[src/rtl/ramp_adc_pkg.sv]
package ramp_adc_pkg;

  // Next ramp code: counts up by one, parks on the top code.
  function automatic int unsigned ramp_next(input int unsigned code, input int unsigned top);
    return (code >= top) ? top : code + 1;
  endfunction

  // Clocks between two valid strobes for a given result.
  function automatic int unsigned conv_cycles(input int unsigned result, input int unsigned stages);
    return result + stages + 1;
  endfunction

endpackage

[src/rtl/ramp_sync.sv]
module ramp_sync #(
  parameter int STAGES = 2
) (
  input  logic clk_i,
  input  logic rst_i,
  input  logic async_i,
  output logic sync_o
);
  logic [STAGES-1:0] chain_q;

  generate
    for (genvar i = 0; i < STAGES; i++) begin : g_stage
      if (i == 0) begin : g_first
        always_ff @(posedge clk_i) begin
          if (rst_i) chain_q[0] <= 1'b0;
          else       chain_q[0] <= async_i;
        end
      end else begin : g_next
        always_ff @(posedge clk_i) begin
          if (rst_i) chain_q[i] <= 1'b0;
          else       chain_q[i] <= chain_q[i-1];
        end
      end
    end
  endgenerate

  assign sync_o = chain_q[STAGES-1];
endmodule

[src/rtl/ramp_counter.sv]
module ramp_counter
  import ramp_adc_pkg::*;
#(
  parameter int CODE_W = 8
) (
  input  logic              clk_i,
  input  logic              rst_i,
  input  logic              restart_i,
  output logic [CODE_W-1:0] code_o,
  output logic              at_top_o
);
  localparam logic [CODE_W-1:0] TOP = {CODE_W{1'b1}};

  logic [CODE_W-1:0] code_q;

  always_ff @(posedge clk_i) begin
    if (rst_i)          code_q <= '0;
    else if (restart_i) code_q <= '0;
    else                code_q <= CODE_W'(ramp_next(int'(code_q), int'(TOP)));
  end

  assign code_o   = code_q;
  assign at_top_o = (code_q == TOP);

  // upward step of one while ramping
  a_r1_step: assert property (@(posedge clk_i) disable iff (rst_i)
    (!restart_i && code_q != TOP) |=> (code_q == $past(code_q) + 1'b1));
  // full-scale code parks until a capture
  a_r5_park: assert property (@(posedge clk_i) disable iff (rst_i)
    (!restart_i && code_q == TOP) |=> (code_q == TOP));
  // restart returns the ramp to zero
  a_r7_zero: assert property (@(posedge clk_i) disable iff (rst_i)
    restart_i |=> (code_q == '0));
endmodule

[src/rtl/ramp_track.sv]
module ramp_track #(
  parameter int CODE_W = 8,
  parameter int STAGES = 2
) (
  input  logic              clk_i,
  input  logic              rst_i,
  input  logic              restart_i,
  input  logic [CODE_W-1:0] code_i,
  output logic [CODE_W-1:0] code_old_o,
  output logic              fresh_o
);
  // Delays each presented code by the synchronizer depth so that it lines up
  // with its comparator answer; the fresh bit marks codes from the current ramp.
  logic [CODE_W-1:0] code_q  [STAGES];
  logic              fresh_q [STAGES];

  generate
    for (genvar i = 0; i < STAGES; i++) begin : g_tap
      if (i == 0) begin : g_first
        always_ff @(posedge clk_i) begin
          if (rst_i) begin
            code_q[0]  <= '0;
            fresh_q[0] <= 1'b0;
          end else begin
            code_q[0]  <= code_i;
            fresh_q[0] <= !restart_i;
          end
        end
      end else begin : g_next
        always_ff @(posedge clk_i) begin
          if (rst_i) begin
            code_q[i]  <= '0;
            fresh_q[i] <= 1'b0;
          end else begin
            code_q[i]  <= code_q[i-1];
            fresh_q[i] <= fresh_q[i-1] && !restart_i;
          end
        end
      end
    end
  endgenerate

  assign code_old_o = code_q[STAGES-1];
  assign fresh_o    = fresh_q[STAGES-1];

  // nothing from before a restart survives into the next ramp
  a_r6_flush: assert property (@(posedge clk_i) disable iff (rst_i)
    restart_i |=> !fresh_o);
endmodule

[src/rtl/ramp_capture.sv]
module ramp_capture #(
  parameter int CODE_W = 8
) (
  input  logic              clk_i,
  input  logic              rst_i,
  input  logic              load_i,
  input  logic [CODE_W-1:0] value_i,
  output logic [CODE_W-1:0] result_o,
  output logic              valid_o
);
  logic [CODE_W-1:0] result_q;
  logic              valid_q;

  always_ff @(posedge clk_i) begin
    if (rst_i) begin
      result_q <= '0;
      valid_q  <= 1'b0;
    end else begin
      valid_q <= load_i;
      if (load_i) result_q <= value_i;
    end
  end

  assign result_o = result_q;
  assign valid_o  = valid_q;

  // result is held unless a load happens
  a_r3_hold: assert property (@(posedge clk_i) disable iff (rst_i)
    !load_i |=> $stable(result_q));
  // strobe is a single clock
  a_r7_single: assert property (@(posedge clk_i) disable iff (rst_i)
    valid_q |=> !valid_q);
  // reset clears the outputs
  a_r8_reset: assert property (@(posedge clk_i)
    rst_i |=> (result_q == '0 && !valid_q));
endmodule

[src/rtl/ramp_adc_ctrl.sv]
module ramp_adc_ctrl #(
  parameter int CODE_W      = 8,
  parameter int SYNC_STAGES = 2
) (
  input  logic              clk_i,
  input  logic              rst_i,
  input  logic              cmp_above_i,
  output logic [CODE_W-1:0] dac_code_o,
  output logic [CODE_W-1:0] result_o,
  output logic              result_valid_o
);
  localparam logic [CODE_W-1:0] TOP = {CODE_W{1'b1}};

  logic              cmp_sync;
  logic [CODE_W-1:0] code_now;
  logic [CODE_W-1:0] code_old;
  logic              code_fresh;
  logic              at_top;
  logic              trip_evt;
  logic              full_evt;
  logic              load_evt;

  ramp_sync #(.STAGES(SYNC_STAGES)) u_sync (
    .clk_i   (clk_i),
    .rst_i   (rst_i),
    .async_i (cmp_above_i),
    .sync_o  (cmp_sync)
  );

  ramp_counter #(.CODE_W(CODE_W)) u_cnt (
    .clk_i     (clk_i),
    .rst_i     (rst_i),
    .restart_i (load_evt),
    .code_o    (code_now),
    .at_top_o  (at_top)
  );

  ramp_track #(.CODE_W(CODE_W), .STAGES(SYNC_STAGES)) u_track (
    .clk_i      (clk_i),
    .rst_i      (rst_i),
    .restart_i  (load_evt),
    .code_i     (code_now),
    .code_old_o (code_old),
    .fresh_o    (code_fresh)
  );

  // Comparator answer for a code of the current ramp, or full scale reached untripped.
  assign trip_evt = code_fresh && cmp_sync;
  assign full_evt = code_fresh && !cmp_sync && (code_old == TOP);
  assign load_evt = trip_evt || full_evt;

  ramp_capture #(.CODE_W(CODE_W)) u_cap (
    .clk_i    (clk_i),
    .rst_i    (rst_i),
    .load_i   (load_evt),
    .value_i  (code_old),
    .result_o (result_o),
    .valid_o  (result_valid_o)
  );

  assign dac_code_o = code_now;

  // a full-scale capture only happens while the counter is parked on top
  a_r5_full: assert property (@(posedge clk_i) disable iff (rst_i)
    full_evt |-> at_top);
  // a valid strobe coincides with the ramp at zero
  a_r7_align: assert property (@(posedge clk_i) disable iff (rst_i)
    result_valid_o |-> (dac_code_o == '0));
  // the captured code equals the delayed code on the load
  a_r2_capture: assert property (@(posedge clk_i) disable iff (rst_i)
    load_evt |=> (result_o == $past(code_old)));
endmodule

[config.mk]
export PLATFORM = sky130hd
export DESIGN_NAME = ramp_adc_ctrl
export DESIGN_NICKNAME = d
export VERILOG_FILES = /design/src/rtl/ramp_adc_pkg.sv /design/src/rtl/ramp_sync.sv /design/src/rtl/ramp_counter.sv /design/src/rtl/ramp_track.sv /design/src/rtl/ramp_capture.sv /design/src/rtl/ramp_adc_ctrl.sv
export SDC_FILE = /design/constraint.sdc
export NUM_CORES = 1
export LEC_CHECK = 0
export BUFFER_PORTS_ARGS = -buffer_cell sky130_fd_sc_hd__buf_2
export CORE_MARGIN = 5
export CORE_UTILIZATION = 48
export DETAILED_ROUTE_END_ITERATION = 12
export PLACE_DENSITY_LB_ADDON = 0.15
export SETUP_SLACK_MARGIN = 0.1
export SLEW_MARGIN = 20
export SYNTH_ARGS = -nofsm -noshare
export SYNTH_HDL_FRONTEND = slang
export SYNTH_HIERARCHICAL = 1
export SYNTH_SLANG_ARGS = --single-unit
[constraint.sdc]
create_clock -name clk_i -period 1.25 [get_ports clk_i]
set_input_delay 0.25 -clock clk_i [delete_from_list [all_inputs] [get_ports clk_i]]
set_output_delay 0.25 -clock clk_i [all_outputs]
set_load 0.01 [all_outputs]
==> results.cfg <==
[global_route]
grt_max_degree = 30
grt_pass1_wl_um = 3463
antenna_found_initial = 0
gr-total-overflow = 0
track_usage_pct = 13.10
grt_pass1_vias = 833

[route]
drc = 0
drt-total-wl_um = 2197
vias = 862
drt_iter0_drc = 18
wl_met3_um = 154
wl_met1_um = 955
viasPerCell = 4.816
first_pass_iters = 4
highest_layer = met4
routedWlPerCell_um = 12.27
met2WireLength_um = 1030
ant_nets = 0

[critical_path]
reg2reg_to = u_cnt/code_o[7]
crit_chain = nand4_1 -> nor2_1 -> o21a_1 -> or2_4 -> buf_4 -> nor3b_2
critPathMaxFanout = 4
ff2ff_setup_slack_ps = -30
critical_path_arrival_ps = 1540
crit_type = flop to flop
required_ps = 1510
slowest_stage = dfxtp_1
critPathLaunch = u_track/code_q[1][2]
cp-end-kind = flop
endpoint = u_cnt/code_o[7]
startpoint_type = flop
r2r.worst_path.cells = 6
rr_startpoint = u_track/code_q[1][2]
cpPeakStageDelay_ps = 330

[clock_network]
cts_tree = done
cts_hold_buf = 0
clockRootBuffer = clkbuf_4
clkTransAtPathRegs_ps = 110
numClockSinks = 37
clk_path_buf_depth = 2
insertion_delay_ps = 340
htreeDepth = 2
numCtsBuffers = 5

[flow_run]
max-cap-violations = 0

[power]
finalPower_mw = 2.189
ir_worst_vdd_mv = 1.066
power.leakage_nw = 0.7037
pwr_density_cell_nw_per_um2 = 1349

[placed_design]
io_buffers = 19
gp_congestion = 0.7653
dp_hpwl_um = 1397

[min_path]
hold_class = input pin to flop

[layout]
drive_above_1_share_pct = 42.28
area_growth_pct = 28.80
final_cell_mix = dfxtp_1 (27), buf_2 (16), buf_4 (13), nor2b_1 (13), nor2_1 (10)
final_util_pct = 64.91
layout.nets = 152
diodes = 0
final_common_cell = dfxtp_1

[synthesis]
synth_area_sq_um = 1260
syn_nets = 116
avgSynthCellArea_sq_um = 11.25
synth_cells = 112
yosysWarnings = 6

[timing]
fmax_ghz = 0.7800
finalSetupViolations = 6
finalMaxSlewViolations = 0
maxSlewHeadroom_pct = 76.84
worst_pin_slew_ps = 342.6
fin_crit_sh_pct = 102.6
skew_ps = 8.434
period_needed_ps = 1282
hold_viol_final = 0
setup_ws_ps = -32.06
rsz0062_at_grt = yes

[die]
start_util_pct = 50.40
die_y_um = 61.24
fp.coreArea_sq_um = 2500
rows = 18
die_w_um = 61.24
ios = 20
dieArea_sq_um = 3750

[status]
status = complete, but fails checks
failed_checks = setup timing
[worst min path at each step]
stage	slack (ps)	endpoint	cells after the start	startpoint
after floorplan	320	u_sync/chain_q[0]	1	rst_i
after global routing	110	u_sync/chain_q[0]	2	cmp_above_i
final	120	u_sync/chain_q[0]	2	cmp_above_i
after detailed placement	420	u_track/code_q[1][2]	1	u_track/code_q[0][2]
after CTS	110	u_sync/chain_q[0]	2	cmp_above_i
after global placement	420	u_track/code_q[1][2]	1	u_track/code_q[0][2]
[worst max-delay path: cells and delay by family, from the launching register on]
kind                   cells  cell delay [ps]
DFF                        1              330
AOI/OAI and AO/OA          1              200
buffers and inverters      1              140
and+or+nand+nor            4              530
[registers in the layout (all words and copies together), names as in the netlist]
signal,flops
u_cap/result_o,8
u_track/fresh_q,2
u_sync/chain_q,1
u_track/code_q,16
u_cnt/code_o,8
u_sync/sync_o,1
u_cap/valid_o,1
[report_power, final]
group          total [mW]  switching, mW  leakage (nW)  internal (mW)
Clock               0.850          0.372        0.0455          0.478
Combinational       0.119         0.0535         0.353         0.0653
Sequential           1.22         0.0172         0.305           1.20
Total                2.19          0.443         0.704           1.75
[per-stage QoR]
stage	instance area [sq um]	setup WS (ps)	setup TNS (ps)	hold slack, ps	instances
after floorplan	1291	-89.62	-89.62	321.6	112
after global placement	1431	-15.72	-15.72	419.2	164
after detailed placement	1431	-27.27	-137.7	417.6	164
after CTS	1580	-40.39	-96.62	110.5	177
after global routing	1623	-152.0	-1852	111.6	179
final	1623	-32.06	-136.7	116.8	179
[routing by layer]
layer | vias up | global-route usage (%)
met3 | 7 | 7.128
met4 | 0 | 6.811
met5 | - | 0
li1 | 447 | -
met1 | 384 | 13.45
met2 | 24 | 21.45
[timing repair]
| action | 4_1_cts | 5_1_grt |
|---|---|---|
| cloned | 0 | 0 |
| pin swaps | 1 | 3 |
| endpoints found under the setup margin | 21 | 26 |
| setup buffers | 5 | 4 |
| gates resized for setup | 9 | 8 |
[cell type report]
| type | count | area (sq um) |
|---|---|---|
| fillers | 195 | 877.1 |
| clock inverters | 1 | 30.03 |
| clock buffers | 7 | 55.05 |
| well taps | 30 | 37.54 |
| repair buffers | 34 | 234.0 |
| flip-flops and latches | 37 | 758.2 |
| inverters | 2 | 7.507 |
| multi-input cells | 68 | 500.5 |
Power figures use the tool's default switching activity.
